--- src/rtl/cstr_pkg.sv ---
package cstr_pkg;

    typedef enum logic [2:0] {
        ST_IDLE  = 3'd0,
        ST_SETUP = 3'd1,
        ST_STRB  = 3'd2,
        ST_HOLD  = 3'd3,
        ST_DONE  = 3'd4
    } cstr_state_e;

    typedef enum logic [1:0] {
        SP_MEM  = 2'b00,
        SP_ALT  = 2'b01,
        SP_ATTR = 2'b10,
        SP_IO   = 2'b11
    } cstr_space_e;

endpackage

--- src/rtl/cstr_bus_monitor.sv ---
module cstr_bus_monitor #(
    parameter int LIMIT = 60
) (
    input  logic clk,
    input  logic rst_n,
    input  logic run_i,
    output logic expire_o
);
    localparam int BM_W = $clog2(LIMIT + 1);

    logic [BM_W-1:0] bm_d, bm_q;

    always_comb begin
        bm_d = run_i ? bm_q + BM_W'(1) : '0;
    end

    always_ff @(posedge clk or negedge rst_n) begin
        if (!rst_n) bm_q <= '0;
        else        bm_q <= bm_d;
    end

    assign expire_o = run_i && (bm_q == BM_W'(LIMIT - 1));

    // counter never passes the limit inside an access
    p_bm_bound_r4: assert property (@(posedge clk) disable iff (!rst_n)
        run_i |-> (bm_q < BM_W'(LIMIT)));

endmodule

--- src/rtl/cstr_strobe_map.sv ---
module cstr_strobe_map
    import cstr_pkg::*;
#(
    parameter int LANES = 2
) (
    input  logic             clk,
    input  logic             rst_n,
    input  logic             active_i,
    input  logic             strobe_i,
    input  logic             wr_i,
    input  cstr_space_e      space_i,
    input  logic             wide_i,
    output logic [LANES-1:0] ce_n_o,
    output logic             oe_n_o,
    output logic             we_n_o,
    output logic             ior_n_o,
    output logic             iow_n_o,
    output logic             reg_n_o
);
    logic is_io;
    assign is_io = (space_i == SP_IO);

    for (genvar g = 0; g < LANES; g++) begin : g_lane
        if (g == 0) begin : g_low
            assign ce_n_o[g] = !active_i;
        end else begin : g_high
            assign ce_n_o[g] = !(active_i && wide_i);
        end
    end

    assign oe_n_o  = !(strobe_i && !is_io && !wr_i);
    assign we_n_o  = !(strobe_i && !is_io &&  wr_i);
    assign ior_n_o = !(strobe_i &&  is_io && !wr_i);
    assign iow_n_o = !(strobe_i &&  is_io &&  wr_i);
    assign reg_n_o = !(active_i && (space_i == SP_ATTR));

    p_one_strobe_r5: assert property (@(posedge clk) disable iff (!rst_n)
        $onehot0({~oe_n_o, ~we_n_o, ~ior_n_o, ~iow_n_o}));

    p_strobe_in_access_r5: assert property (@(posedge clk) disable iff (!rst_n)
        !(oe_n_o && we_n_o && ior_n_o && iow_n_o) |-> !ce_n_o[0]);

endmodule

--- src/rtl/card_strobe_seq.sv ---
module card_strobe_seq
    import cstr_pkg::*;
#(
    parameter int DATA_W     = 16,
    parameter int LIMIT      = 60,
    parameter int STROBE_LSB = 7,
    parameter int STROBE_W   = 5,
    parameter int SETUP_LSB  = 12,
    parameter int SETUP_W    = 4,
    parameter int HOLD_LSB   = 16,
    parameter int HOLD_W     = 4,
    parameter int VALID_BIT  = 0,
    parameter int WPROT_BIT  = 1,
    parameter int SPACE_LSB  = 3,
    parameter int WIDE_BIT   = 6
) (
    input  logic              clk,
    input  logic              rst_n,
    input  logic              req_i,
    input  logic              wr_i,
    input  logic [31:0]       opt_i,
    input  logic [DATA_W-1:0] wdata_i,
    input  logic [DATA_W-1:0] card_rdata_i,
    output logic [DATA_W-1:0] card_wdata_o,
    output logic              card_wdata_oe_o,
    output logic [1:0]        ce_n_o,
    output logic              oe_n_o,
    output logic              we_n_o,
    output logic              ior_n_o,
    output logic              iow_n_o,
    output logic              reg_n_o,
    output logic              busy_o,
    output logic              done_o,
    output logic              err_o,
    output logic              tmo_o,
    output logic [DATA_W-1:0] rdata_o
);
    localparam int LANES = DATA_W / 8;
    localparam int CNT_W = (STROBE_W > SETUP_W)
                         ? ((STROBE_W > HOLD_W) ? STROBE_W : HOLD_W)
                         : ((SETUP_W  > HOLD_W) ? SETUP_W  : HOLD_W);

    typedef struct packed {
        cstr_state_e         st;
        logic [CNT_W-1:0]    cnt;
        logic                wr;
        cstr_space_e         sp;
        logic                wide;
        logic [STROBE_W-1:0] strb;
        logic [HOLD_W-1:0]   hold;
        logic                err;
        logic                tmo;
        logic [DATA_W-1:0]   rdata;
        logic [DATA_W-1:0]   wdata;
    } regs_t;

    regs_t q, d;
    logic  run, expire, in_strobe;
    logic [LANES-1:0] ce_n_w;

    function automatic logic [CNT_W-1:0] len_m1(input logic [CNT_W-1:0] v);
        return (v == '0) ? '0 : v - CNT_W'(1);
    endfunction

    assign run       = (q.st == ST_SETUP) || (q.st == ST_STRB) || (q.st == ST_HOLD);
    assign in_strobe = (q.st == ST_STRB);

    cstr_bus_monitor #(.LIMIT(LIMIT)) u_bm (
        .clk      (clk),
        .rst_n    (rst_n),
        .run_i    (run),
        .expire_o (expire)
    );

    always_comb begin
        d = q;
        unique case (q.st)
            ST_IDLE: begin
                d.err = 1'b0;
                d.tmo = 1'b0;
                if (req_i) begin
                    if (!opt_i[VALID_BIT] || (wr_i && opt_i[WPROT_BIT])) begin
                        d.st  = ST_DONE;
                        d.err = 1'b1;
                    end else begin
                        d.st    = ST_SETUP;
                        d.cnt   = len_m1(CNT_W'(opt_i[SETUP_LSB +: SETUP_W]));
                        d.wr    = wr_i;
                        d.sp    = cstr_space_e'(opt_i[SPACE_LSB +: 2]);
                        d.wide  = opt_i[WIDE_BIT];
                        d.strb  = opt_i[STROBE_LSB +: STROBE_W];
                        d.hold  = opt_i[HOLD_LSB +: HOLD_W];
                        d.wdata = wdata_i;
                    end
                end
            end
            ST_SETUP: begin
                if (expire) begin
                    d.st  = ST_DONE;
                    d.tmo = 1'b1;
                end else if (q.cnt == '0) begin
                    d.st  = ST_STRB;
                    d.cnt = len_m1(CNT_W'(q.strb));
                end else begin
                    d.cnt = q.cnt - CNT_W'(1);
                end
            end
            ST_STRB: begin
                if (q.cnt == '0 && !q.wr) begin
                    d.rdata = q.wide ? card_rdata_i
                                     : {{(DATA_W-8){1'b0}}, card_rdata_i[7:0]};
                end
                if (expire) begin
                    d.st  = ST_DONE;
                    d.tmo = 1'b1;
                end else if (q.cnt == '0) begin
                    d.st  = ST_HOLD;
                    d.cnt = len_m1(CNT_W'(q.hold));
                end else begin
                    d.cnt = q.cnt - CNT_W'(1);
                end
            end
            ST_HOLD: begin
                if (expire) begin
                    d.st  = ST_DONE;
                    d.tmo = 1'b1;
                end else if (q.cnt == '0) begin
                    d.st = ST_DONE;
                end else begin
                    d.cnt = q.cnt - CNT_W'(1);
                end
            end
            ST_DONE: begin
                d.st = ST_IDLE;
            end
            default: d.st = ST_IDLE;
        endcase
    end

    always_ff @(posedge clk or negedge rst_n) begin
        if (!rst_n) q <= '0;
        else        q <= d;
    end

    cstr_strobe_map #(.LANES(LANES)) u_map (
        .clk      (clk),
        .rst_n    (rst_n),
        .active_i (run),
        .strobe_i (in_strobe),
        .wr_i     (q.wr),
        .space_i  (q.sp),
        .wide_i   (q.wide),
        .ce_n_o   (ce_n_w),
        .oe_n_o   (oe_n_o),
        .we_n_o   (we_n_o),
        .ior_n_o  (ior_n_o),
        .iow_n_o  (iow_n_o),
        .reg_n_o  (reg_n_o)
    );

    assign ce_n_o          = ce_n_w[1:0];
    assign card_wdata_o    = q.wdata;
    assign card_wdata_oe_o = run && q.wr;
    assign busy_o          = (q.st != ST_IDLE);
    assign done_o          = (q.st == ST_DONE);
    assign err_o           = done_o && q.err;
    assign tmo_o           = done_o && q.tmo;
    assign rdata_o         = q.rdata;

    p_done_pulse_r8: assert property (@(posedge clk) disable iff (!rst_n)
        done_o |=> (!done_o && !busy_o));

    p_reject_r11: assert property (@(posedge clk) disable iff (!rst_n)
        (!busy_o && req_i && !opt_i[VALID_BIT]) |=> (done_o && err_o && ce_n_o[0]));

    p_timeout_r4: assert property (@(posedge clk) disable iff (!rst_n)
        expire |=> (done_o && tmo_o && !err_o));

    p_wdata_drive_r10: assert property (@(posedge clk) disable iff (!rst_n)
        card_wdata_oe_o |-> !ce_n_o[0]);

    p_byte_lane_r7: assert property (@(posedge clk) disable iff (!rst_n)
        !ce_n_o[1] |-> !ce_n_o[0]);

    p_idle_quiet_r12: assert property (@(posedge clk) disable iff (!rst_n)
        !busy_o |-> (&ce_n_o && reg_n_o && !card_wdata_oe_o));

endmodule

--- config.mk ---
export PLATFORM = sky130hd
export DESIGN_NAME = card_strobe_seq
export DESIGN_NICKNAME = d
export VERILOG_FILES = /design/src/rtl/cstr_pkg.sv /design/src/rtl/cstr_bus_monitor.sv /design/src/rtl/cstr_strobe_map.sv /design/src/rtl/card_strobe_seq.sv
export SDC_FILE = /design/constraint.sdc
export NUM_CORES = 1
export LEC_CHECK = 0
export ABC_AREA = 0
export BUFFER_PORTS_ARGS = -buffer_cell sky130_fd_sc_hd__clkbuf_2
export CELL_PAD_IN_SITES_DETAIL_PLACEMENT = 1
export CELL_PAD_IN_SITES_GLOBAL_PLACEMENT = 1
export CORE_MARGIN = 1
export CORE_UTILIZATION = 41
export DETAILED_ROUTE_END_ITERATION = 8
export GPL_TIMING_DRIVEN = 0
export PLACE_DENSITY = 0.88
export SYNTH_ARGS = -nofsm -noshare
export SYNTH_HDL_FRONTEND = slang
export SYNTH_SLANG_ARGS = --single-unit
--- constraint.sdc ---
create_clock -name clk -period 3.13 [get_ports clk]
set_input_delay 0.626 -clock clk [delete_from_list [all_inputs] [get_ports clk]]
set_output_delay 0.626 -clock clk [all_outputs]
set_load 0.005 [all_outputs]
## Word-level counts from Yosys, hierarchy flattened

Cells that the tools add are included.

- Add/sub/neg operators: 5
- Eq/ne operators: 17
- Multiplexer cells: 25
- Bitwise operators: 1
- Reduce and logical (&&, ||, !) cells: 41

Operator list:

| cell | count |
|---|---|
| $mux 5 | 9 |
| $mux 22 | 1 |
| $mux 3 | 7 |
| $pmux 5 s4 | 1 |
| $mux 18 | 1 |
| $mux 16 | 1 |
| $logic_and 1x1->1 | 14 |
| $ne 2x2->1 const B | 6 |
| $pmux 3 s4 | 1 |
| $logic_not 1->1 | 10 |
| $logic_not 5->1 | 2 |
| $sub 4x1->5 const B | 2 |
| $sub 5x1->5 const B | 2 |
| $logic_not 4->1 | 2 |
| $reduce_and 7->1 | 1 |
| $add 6x1->6 const B | 1 |
| $eq 3x2->1 const B | 2 |
| $eq 6x6->1 const B | 1 |
| $mux 6 | 1 |
| $ne 3x2->1 const B | 2 |
| $eq 2x2->1 const B | 2 |
| $reduce_and 2->1 | 2 |
| $reduce_and 4->1 | 1 |
| $reduce_bool 4->1 | 1 |
| other kinds (13) | 16 |

- Register bits after elaboration: 61
- Logic and storage cells: 101

## Longest topological paths before layout

Gate-level depths: netlist (run 1).

- Word-level depth: 6
- Depth in mapped cells: 8
- Gate-level depth less buffers: 7

## Hierarchy

A second synthesis (run 1) with hierarchy kept.

- Cells, all modules: 317
- Area, all modules: 3239.4 µm²

Modules (own cells, without submodules):

| module | instances | cells each | area an instance (µm²) | seq. area each (µm²) |
|---|---|---|---|---|
| card_strobe_seq | 1 | 283 | 2906.5 | 1376.3 |
| cstr_bus_monitor | 1 | 25 | 275.3 | 150.1 |
| cstr_strobe_map | 1 | 9 | 57.6 | 0.0 |

## Least setup slack after synthesis (run 1)

OpenSTA, ideal clock, no wires.

- Path kind: in2reg
- From: in opt_i[0]
- To: reg q[51] (netlist bit)
- Library setup time: 0.125 ns
- Data arrival time: 1.794 ns
- Setup slack: 1.211 ns
- Stages on the path: 4
- Path through: a21boi_0 a21boi_0 nor4_4 mux2_2

- Longest elaborated chain between the ends: 4

Ends and longest elaborated chain:

| item | RTL line | RTL |
|---|---|---|
| start: declaration | card_strobe_seq.sv:21 | `input logic [31:0] opt_i,` |
| $logic_not 1->1 | card_strobe_seq.sv:82 | `if (!opt_i[VALID_BIT] \|\| (wr_i && opt_i[WPROT_BIT])) begin` |
| $logic_or 1x1->1 | card_strobe_seq.sv:82 |  |
| $ne 2x2->1 (no source line) | - |  |
| $reduce_and 7->1 (no source line) | - |  |
| end signal: assignment | card_strobe_seq.sv:141 | `if (!rst_n) q <= '0;` |
| end signal: assignment | card_strobe_seq.sv:142 | `else q <= d;` |
| end: declaration | card_strobe_seq.sv:57 | `regs_t q, d;` |

No other way between the ends.
A chain may end at the register's enable or synchronous reset.

## Worst setup path after layout (run 1)

- From: reg q[52] (netlist bit)
- To: out ior_n_o

- Longest elaborated chain between the ends: 4

Ends and longest elaborated chain:

| item | RTL line | RTL |
|---|---|---|
| $eq 3x2->1 | card_strobe_seq.sv:66 | `assign in_strobe = (q.st == ST_STRB);` |
| $logic_and 1x1->1 (2 in a row) | cstr_strobe_map.sv:33 | `assign ior_n_o = !(strobe_i && is_io && !wr_i);` |
| $logic_not 1->1 | cstr_strobe_map.sv:33 |  |
| end: declaration | card_strobe_seq.sv:29 | `output logic ior_n_o,` |

No other way between the ends.

==> results.sh, run 1 <==
export IMPL_status="finished, final reports clean"
export IMPL_synth_distinct_cells=53
export IMPL_port_buffers=97
export IMPL_io_pins=112
export IMPL_cp_max_fo=9
export IMPL_place_area_sq_um=3810
export IMPL_timing_fmax_mhz=420
export IMPL_slowest_delay_ps=410
export IMPL_wl_um=7950
export IMPL_cts_buffers=9
export IMPL_whs_ps=411
export IMPL_tns_ps=0
export IMPL_ctsHoldBuffers=0
export IMPL_worst_slack_ps=749
export IMPL_drc_errors=0
export IMPL_p_int_mw=2.64
export IMPL_crit_family="simple AND/OR/NAND/NOR gates"
export IMPL_final_nets=473
export IMPL_p_total_mw=4.05
export IMPL_core_area_sq_um=7410
export IMPL_drt_initial_drc_count=68
export IMPL_clock_skew_ps=14.2
export IMPL_drt_wirelength_per_cell_um=15.8
export IMPL_clk_path_buf_depth=2
export IMPL_grt_antenna_before_repair=0
export IMPL_synth_area_sq_um=3200
export IMPL_finalCritPeriodShare=0.761
export IMPL_slowest_stage="or3b_1"
export IMPL_hold_viol_final=0
export IMPL_p_leak_nw=2.02
export IMPL_synth_seq_area_share=0.477
export IMPL_synth_edff_count=0
export IMPL_drt_pass1_iterations=4
export IMPL_dp_slack_ps=785
export IMPL_clock_sinks=61
export IMPL_pwr_share_clk=0.198
export IMPL_globalplace_congestion=0.803
export IMPL_grt_pass1_wl_um=13500
export IMPL_design_area_sq_um=4040
export IMPL_switching_power_mw=1.41
export IMPL_drive_above_1_share=0.496
export IMPL_grt_pass1_vias=2805
export IMPL_arrival_ps=1760
export IMPL_hpwl_um=5890
export IMPL_layout_cells_non_filler=504
export IMPL_grt_max_degree=62
export IMPL_syn_avg_cell_area_sq_um=11.0
export IMPL_ant_nets=0
export IMPL_ys_seq_elements=61
export IMPL_detail_route_vias_per_cell=5.12
export IMPL_std_cell_rows=31
export IMPL_htreeDepth=3
export IMPL_area_delta_synth_final_pct=26.2
export IMPL_startpoint="q[52]"
export IMPL_power_density_nw_per_um2=1000
export IMPL_required_ps=2500
export IMPL_hp_class="input port to async pin"
export IMPL_cts_repair_resized=0
export IMPL_n_antenna_cell=0
export IMPL_switching_share=0.348
export IMPL_layout_common_cells="clkbuf_2 (96), dfrtp_1 (61), mux2_2 (35)"
export IMPL_setup_viol=0
export IMPL_clock_latency_ps=350
export IMPL_die_x_um=90.4
export IMPL_initial_core_util=0.432
export IMPL_timing_rr_start="q[47]"
export IMPL_clkSlewWorstSetupHoldPaths_ps=70
export IMPL_cts_tree="built"
export IMPL_synthCells=292
export IMPL_ir_worst_vdd_uv=610
export IMPL_synth_nets=365
export IMPL_dr_total_vias=2578
export IMPL_finalCriticalPeriod_ps=2380
export IMPL_pwr_share_seq=0.357
export IMPL_place_inst=488
export IMPL_cap_violations=0
export IMPL_grt_util_all_layers=0.212
export IMPL_end_kind="primary output"
export IMPL_tightestPinTransition_ps=869
export IMPL_die_height_um=90.4
export IMPL_slew_violations=0
export IMPL_dieArea_sq_um=8160
export IMPL_post_cts_buffers=0
export IMPL_final_common_cell="clkbuf_2"
export IMPL_power_frac_comb=0.445
export IMPL_synthFlopType="dfrtp_1"
export IMPL_grt_overflow_total=0
export IMPL_rsz0062_at_grt="no"
export IMPL_crit_chain="buf_2 > or3b_1 > buf_6 > nor2_8 > nand3_1 > clkbuf_2"
export IMPL_timing_worst_setup_path_type="register to primary output"
export IMPL_final_util=0.545
export IMPL_worst_slew_margin_rel=0.421
export IMPL_synthArstFlopShare=1.00
export IMPL_start_kind="register"
export IMPL_path_buf_inv=3
export IMPL_cts_root_buf="clkbuf_8"
export IMPL_ys_warn_count=0
[power groups by stage]
stage	Clock, mW	Combinational, mW	Sequential, mW
after global placement	0	1.73	1.42
after detailed placement	0	1.82	1.46
after global routing	0.845	2.01	1.50
after CTS	0.818	1.84	1.45
after floorplan	0	1.28	1.37
final	0.802	1.80	1.45
[path summary, 6_finish.rpt]
check / end / slack (ps) / depth (start not counted)
worst min-delay path: q[32] / 410 / 1
worst min register to register: u_bm.bm_q[0] / 480 / 1
min in group clk: u_bm.bm_q[0] / 480 / 1
worst max register to register: q[51] / 1020 / 6
worst max-delay path: ior_n_o / 750 / 6
max in group asynchronous: card_wdata_o[1] / 2150 / 1
[cells by family after synthesis]
| kind of cell | synth area share |
|---|---|
| and+or+nand+nor | 0.145 |
| muxes | 0.145 |
| buffers and inverters | 0.104 |
| DFF | 0.477 |
| AOI/OAI and AO/OA | 0.0813 |
| adders and majority gates | 0.0231 |
| xor gates and xnor gates | 0.0246 |
[Yosys cell counts, types with 2 or more instances]
| cell | n | area [sq um] |
|---|---|---|
| nand3_1 | 7 | 35.0 |
| nand2_1 | 25 | 93.8 |
| a31oi_1 | 2 | 12.5 |
| a21oi_1 | 6 | 30.0 |
| o21ai_0 | 15 | 75.1 |
| o211ai_1 | 2 | 15.0 |
| buf_2 | 6 | 30.0 |
| mux2_2 | 35 | 394 |
| or4b_2 | 2 | 20.0 |
| ha_1 | 5 | 62.6 |
| a21boi_0 | 2 | 15.0 |
| nor2b_1 | 2 | 12.5 |
| dfrtp_1 | 61 | 1530 |
| and3_1 | 3 | 18.8 |
| o22a_1 | 2 | 17.5 |
| nand4_1 | 2 | 12.5 |
| nor2_2 | 2 | 12.5 |
| and2_1 | 4 | 25.0 |
| nor3_1 | 10 | 50.1 |
| xor2_1 | 4 | 35.0 |
| inv_1 | 8 | 30.0 |
| buf_6 | 2 | 22.5 |
| xnor2_1 | 5 | 43.8 |
| mux2_4 | 4 | 60.1 |
| buf_4 | 32 | 240 |
| nor2_1 | 17 | 63.8 |
[flip-flops by register name (all words and copies together), names as in the netlist]
name / flops
u_bm.bm_q: 6
q: 23
rdata_o: 16
card_wdata_o: 16
[layer usage]
metal / track usage / vias to the layer above / part of all wire
li1: - / 1201 / -
met2: 0.370 / 72 / 0.51
met3: 0.0732 / 14 / 0.054
met5: 0 / - / 0
met4: 0.0699 / 0 / 0.018
met1: 0.242 / 1291 / 0.42
[cell type report]
type                            count  area, sq um
Sequential cell                    61         1530
Timing Repair Buffer               97          488
Buffer                             42          300
Tap cell                           99          124
Clock buffer                       12          155
Fill cell                         860         3370
Inverter                            9         33.8
Clock inverter                      4         70.1
Multi-Input combinational cell    180         1340
Power figures use the tool's default switching activity.
==> run 2, diff against run 1 <==
--- a/config.mk
+++ b/config.mk
@@ -10,10 +10,10 @@
 export CELL_PAD_IN_SITES_DETAIL_PLACEMENT = 1
 export CELL_PAD_IN_SITES_GLOBAL_PLACEMENT = 1
 export CORE_MARGIN = 1
-export CORE_UTILIZATION = 41
+export CORE_UTILIZATION = 34
 export DETAILED_ROUTE_END_ITERATION = 8
 export GPL_TIMING_DRIVEN = 0
-export PLACE_DENSITY = 0.88
+export PLACE_DENSITY = 0.79
 export SYNTH_ARGS = -nofsm -noshare
 export SYNTH_HDL_FRONTEND = slang
 export SYNTH_SLANG_ARGS = --single-unit
==> constraint.sdc (replaced) <==
create_clock -name clk -period 1.9 [get_ports clk]
set_input_delay 0.38 -clock clk [delete_from_list [all_inputs] [get_ports clk]]
set_output_delay 0.38 -clock clk [all_outputs]
set_load 0.005 [all_outputs]
==> run 2 against run 1 <==
The run now ends with negative setup slack left. Die area rose by 20%. Routed wire length up 3.2%. Largest cell class unchanged. First-iteration DRC count is 74% higher. Count of clock-buffer cells in the layout decreased by 3. Highest routed layer unchanged. Setup slack worse by 820 ps. Combinational power increased by 86%. Sequential share of layout area fell by 1.5 points. Hold slack worse by 240 ps. Design area rose by 4.5%. Critical path depth decreased by 1.
==> results.sh, run 2 (synthesis results as in run 1) <==
export IMPL_cap_violations=0
export IMPL_met1_usage=0.210
export IMPL_timing_rr_start="q[48]"
export IMPL_power_frac_comb=0.478
export IMPL_n_antenna_cell=0
export IMPL_grt_util_all_layers=0.176
export IMPL_ant_nets=0
export IMPL_power_density_nw_per_um2=1660
export IMPL_grt_overflow_total=0
export IMPL_switching_share=0.357
export IMPL_io_pins=112
export IMPL_timing_fmax_mhz=508
export IMPL_r2r_slack_ps=80
export IMPL_grt_antenna_before_repair=0
export IMPL_end_kind="primary output"
export IMPL_status="finished, violations left"
export IMPL_r2r_end="q[49]"
export IMPL_busiest_layer="met2"
export IMPL_drc_errors=0
export IMPL_globalplace_congestion=0.789
export IMPL_arrival_ps=1590
export IMPL_tightestPinTransition_ps=845
export IMPL_layout_common_cells="clkbuf_2 (94), dfrtp_1 (58), buf_4 (45)"
export IMPL_use_met3=0.0475
export IMPL_drt_pass1_iterations=4
export IMPL_final_common_cell="clkbuf_2"
export IMPL_drt_wirelength_per_cell_um=15.5
export IMPL_hp_class="input port to async pin"
export IMPL_finalCritPeriodShare=1.04
export IMPL_worst_slew_margin_rel=0.437
export IMPL_worstSetupEndpoint="ior_n_o"
export IMPL_clkSlewWorstSetupHoldPaths_ps=70
export IMPL_final_util=0.459
export IMPL_area_delta_synth_final_pct=31.9
export IMPL_die_x_um=99.0
export IMPL_setup_viol=2
export IMPL_largest_register_ffs=23
export IMPL_ff2ff_path_depth=7
export IMPL_required_ps=1520
export IMPL_cts_root_buf="clkbuf_8"
export IMPL_cts_buffers=9
export IMPL_timing_worst_setup_path_type="register to primary output"
export IMPL_hold_viol_final=0
export IMPL_ctsHoldBuffers=0
export IMPL_layout_cells_non_filler=528
export IMPL_clk_path_buf_depth=2
export IMPL_cp_max_fo=4
export IMPL_start_kind="register"
export IMPL_worst_slack_ps=-70.2
export IMPL_clock_latency_ps=340
export IMPL_hpwl_um=5780
export IMPL_pwr_share_clk=0.180
export IMPL_grt_pass1_wl_um=13400
export IMPL_place_inst=500
export IMPL_ir_worst_vdd_uv=754
export IMPL_drive_above_1_share=0.542
export IMPL_slew_violations=0
export IMPL_p_total_mw=7.01
export IMPL_final_nets=485
export IMPL_violations="negative setup slack"
export IMPL_detail_route_vias_per_cell=4.89
export IMPL_top_register="q"
export IMPL_initial_core_util=0.348
export IMPL_grtUsageMet2=0.310
export IMPL_finalCriticalPeriod_ps=1970
export IMPL_clock_skew_ps=5.09
export IMPL_grt_pass1_vias=2711
export IMPL_htreeDepth=3
export IMPL_pwr_share_seq=0.341
export IMPL_startpoint="q[54]"
export IMPL_port_buffers=97
export IMPL_p_int_mw=4.51
export IMPL_std_cell_rows=35
export IMPL_drt_initial_drc_count=118
export IMPL_dr_total_vias=2583
export IMPL_core_area_sq_um=9200
export IMPL_die_height_um=99.0
export IMPL_wl_um=8200
export IMPL_clock_sinks=61
export IMPL_cts_tree="built"
export IMPL_p_leak_nw=2.08
export IMPL_switching_power_mw=2.50
export IMPL_rsz0062_at_grt="yes"
export IMPL_grt_max_degree=62
export IMPL_dieArea_sq_um=9800
==> run 2: worst min-delay path by stage <==
stage	startpoint	to	slack (ps)	cells past startpoint
global placement	u_bm.bm_q[0]	u_bm.bm_q[0]	450	1
global route	rst_n	u_bm.bm_q[5]	250	1
finish	rst_n	u_bm.bm_q[4]	170	1
detailed placement	u_bm.bm_q[0]	u_bm.bm_q[0]	460	1
CTS	rst_n	u_bm.bm_q[4]	200	1
floorplan	rst_n	card_wdata_o[0]	80	0
==> run 2: metrics by stage <==
stage               setup TNS (ps)  hold WS (ps)  area (sq um)  setup slack, ps
global route                  -436           246          4220             -132
CTS                           -155           203          4160            -88.8
floorplan                        0          84.4          3200             35.0
finish                        -128           171          4220            -70.2
global placement              -561           449          3820             -214
detailed placement            -864           464          3830             -254
==> run 2: final cells by class <==
class	instances	area, sq um
plain buffers	41	305
flip-flops and latches	61	1530
repair buffers	110	586
multi-input cells	180	1410
fillers	1046	4980
clock buffers	9	124
inverters	9	36.3
well taps	111	139
clock inverters	7	90.1
==> run 2: power by group through the flow <==
| stage | combinational [mW] | clock [mW] | sequential (mW) |
|---|---|---|---|
| final | 3.35 | 1.26 | 2.39 |
| after detailed placement | 2.99 | 0 | 2.40 |
| after global routing | 3.68 | 1.35 | 2.49 |
| after global placement | 2.87 | 0 | 2.34 |
| after CTS | 3.24 | 1.30 | 2.38 |
| after floorplan | 2.10 | 0 | 2.25 |
==> run 2: what timing repair did <==
action / in CTS / in global routing
endpoints found under the hold margin: 0 / 0
resized for setup: 12 / 14
buffers inserted: 11 / 3
setup endpoints to repair: 21 / 52
pin swaps: 4 / 7
==> run 2: worst max-delay path, stage by stage (launching register included) <==
cell and delay [ps]:
dfrtp_2 440, or3b_1 370, buf_6 140, nor2_8 90
nand3_2 80, clkbuf_2 130
==> run 2: routing by layer <==
| metal | vias to the layer above | share of wire |
|---|---|---|
| met2 | 71 | 0.53 |
| met4 | 0 | 0.013 |
| met5 | - | 0 |
| met1 | 1276 | 0.41 |
| met3 | 12 | 0.048 |
| li1 | 1224 | - |
==> run 3, diff against run 2 <==
--- a/config.mk
+++ b/config.mk
@@ -10,10 +10,9 @@
 export CELL_PAD_IN_SITES_DETAIL_PLACEMENT = 1
 export CELL_PAD_IN_SITES_GLOBAL_PLACEMENT = 1
 export CORE_MARGIN = 1
-export CORE_UTILIZATION = 34
+export CORE_UTILIZATION = 38
 export DETAILED_ROUTE_END_ITERATION = 8
-export GPL_TIMING_DRIVEN = 0
-export PLACE_DENSITY = 0.79
+export PLACE_DENSITY = 0.83
 export SYNTH_ARGS = -nofsm -noshare
 export SYNTH_HDL_FRONTEND = slang
 export SYNTH_SLANG_ARGS = --single-unit
==> constraint.sdc (replaced) <==
create_clock -name clk -period 2.13 [get_ports clk]
set_input_delay 0.426 -clock clk [delete_from_list [all_inputs] [get_ports clk]]
set_output_delay 0.426 -clock clk [all_outputs]
set_load 0.005 [all_outputs]
==> run 3 against run 2 <==
The run now ends clean. Sequential cell count stayed put. Hold slack worse by 68 ps. Combinational power is 33% lower. Sequential share of layout area up 3.5 points. Sequential power decreased by 9.6%. Setup slack gained 160 ps. Final cell count shrank 9.5%.
==> results.sh, run 3 (synthesis results as in run 1) <==
export IMPL_clock_sinks=61
export IMPL_layout_common_cells="clkbuf_2 (97), dfrtp_1 (59), mux2_2 (35)"
export IMPL_p_leak_nw=1.89
export IMPL_area_delta_synth_final_pct=20.3
export IMPL_finalCritPeriodShare=0.957
export IMPL_drive_above_1_share=0.466
export IMPL_clock_latency_ps=330
export IMPL_arrival_ps=1610
export IMPL_switching_power_mw=1.98
export IMPL_clk_path_buf_depth=2
export IMPL_start_kind="register"
export IMPL_ir_worst_vdd_uv=729
export IMPL_grt_max_degree=62
export IMPL_htreeDepth=3
export IMPL_cp_max_fo=8
export IMPL_clkSlewWorstSetupHoldPaths_ps=70
export IMPL_worst_slack_ps=91.7
export IMPL_detail_route_vias_per_cell=4.99
export IMPL_layout_cells_non_filler=478
export IMPL_finalCriticalPeriod_ps=2040
export IMPL_dieArea_sq_um=8790
export IMPL_grt_util_all_layers=0.166
export IMPL_pwr_share_seq=0.381
export IMPL_place_area_sq_um=3590
export IMPL_place_inst=460
export IMPL_multi_input_area_sq_um=1340
export IMPL_cts_tree="built"
export IMPL_pwr_share_clk=0.220
export IMPL_largest_register_ffs=23
export IMPL_std_cell_rows=33
export IMPL_port_buffers=97
export IMPL_dr_total_vias=2385
export IMPL_dp_slack_ps=183
export IMPL_worst_slew_margin_rel=0.653
export IMPL_ant_nets=0
export IMPL_design_area_sq_um=3850
export IMPL_power_density_nw_per_um2=1470
export IMPL_drt_wirelength_per_cell_um=15.0
export IMPL_wl_um=7180
export IMPL_top_register="q"
export IMPL_tightestPinTransition_ps=516
export IMPL_grt_antenna_before_repair=0
export IMPL_switching_share=0.350
export IMPL_grt_pass1_wl_um=11300
export IMPL_clock_skew_ps=8.15
export IMPL_n_antenna_cell=0
export IMPL_timing_fmax_mhz=491
export IMPL_core_area_sq_um=8180
export IMPL_globalplace_congestion=0.758
export IMPL_cts_buffers=9
export IMPL_ctsHoldBuffers=0
export IMPL_final_common_cell="clkbuf_2"
export IMPL_timing_worst_setup_path_type="register to primary output"
export IMPL_setup_viol=0
export IMPL_hold_viol_final=0
export IMPL_required_ps=1700
export IMPL_slew_violations=0
export IMPL_hpwl_um=5310
export IMPL_drt_initial_drc_count=44
export IMPL_final_util=0.471
export IMPL_io_pins=112
export IMPL_rsz0062_at_grt="no"
export IMPL_end_kind="primary output"
export IMPL_grt_pass1_vias=2376
export IMPL_cap_violations=0
export IMPL_power_frac_comb=0.399
export IMPL_drc_errors=0
export IMPL_final_nets=441
export IMPL_status="finished, final reports clean"
export IMPL_p_int_mw=3.67
export IMPL_cts_root_buf="clkbuf_8"
export IMPL_grt_overflow_total=0
export IMPL_die_x_um=93.8
export IMPL_hp_class="input port to async pin"
export IMPL_initial_core_util=0.391
export IMPL_drt_pass1_iterations=4
export IMPL_die_height_um=93.8
export IMPL_tns_ps=0
export IMPL_fillCellCount=940
export IMPL_seqCellArea_sq_um=1530
## run 3: area by class of cell
cell class,count,area share
clock buffers,10,0.0332
clock inverters,6,0.0289
inverters,9,0.00878
multi-input cells,180,0.349
flip-flops and latches,61,0.397
well taps,105,0.0341
repair buffers,107,0.149
## run 3: repair_timing
action,in CTS,in global routing
buffers inserted,0,2
endpoints found under the setup margin,2,4
pin swaps,0,0
gates cloned,0,0
resized for setup,2,1
## run 3: critical path: stages, from the launching register on
cell and delay [ps]:
dfrtp_2 450, or3b_4 470, nor2_8 130, nand3_1 100, clkbuf_2 130
## run 3: stage by stage
step	power [mW]	hold WS (ps)
final	5.65	103
after floorplan	3.88	130
after detailed placement	4.43	468
after global placement	4.26	453
after global routing	6.07	123
after CTS	5.70	111
## run 3: worst paths after layout
path / startpoint / endpoint / slack [ps] / cells past startpoint
max in group asynchronous: rst_n / q[52] / 1740 / 2
min reg2reg: u_bm.bm_q[0] / u_bm.bm_q[0] / 470 / 1
min in group clk: opt_i[9] / q[40] / 320 / 2
min: rst_n / u_bm.bm_q[5] / 100 / 2
max: q[53] / ior_n_o / 90 / 4
max reg2reg: q[47] / q[49] / 220 / 7
## run 3: metal layers
metal / GRT usage / wire length [um] / vias to the layer above
met1: 0.203 / 3090 / 1175
li1: - / - / 1132
met4: 0.0513 / 95 / 0
met3: 0.0388 / 290 / 10
met5: 0 / 0 / -
met2: 0.287 / 3700 / 68
## run 3: power groups by stage
stage | logic, mW | registers (mW) | clock network, mW
final | 2.26 | 2.16 | 1.24
after global routing | 2.52 | 2.23 | 1.31
after CTS | 2.25 | 2.17 | 1.27
after detailed placement | 2.24 | 2.19 | 0
after global placement | 2.13 | 2.13 | 0
after floorplan | 1.87 | 2.01 | 0
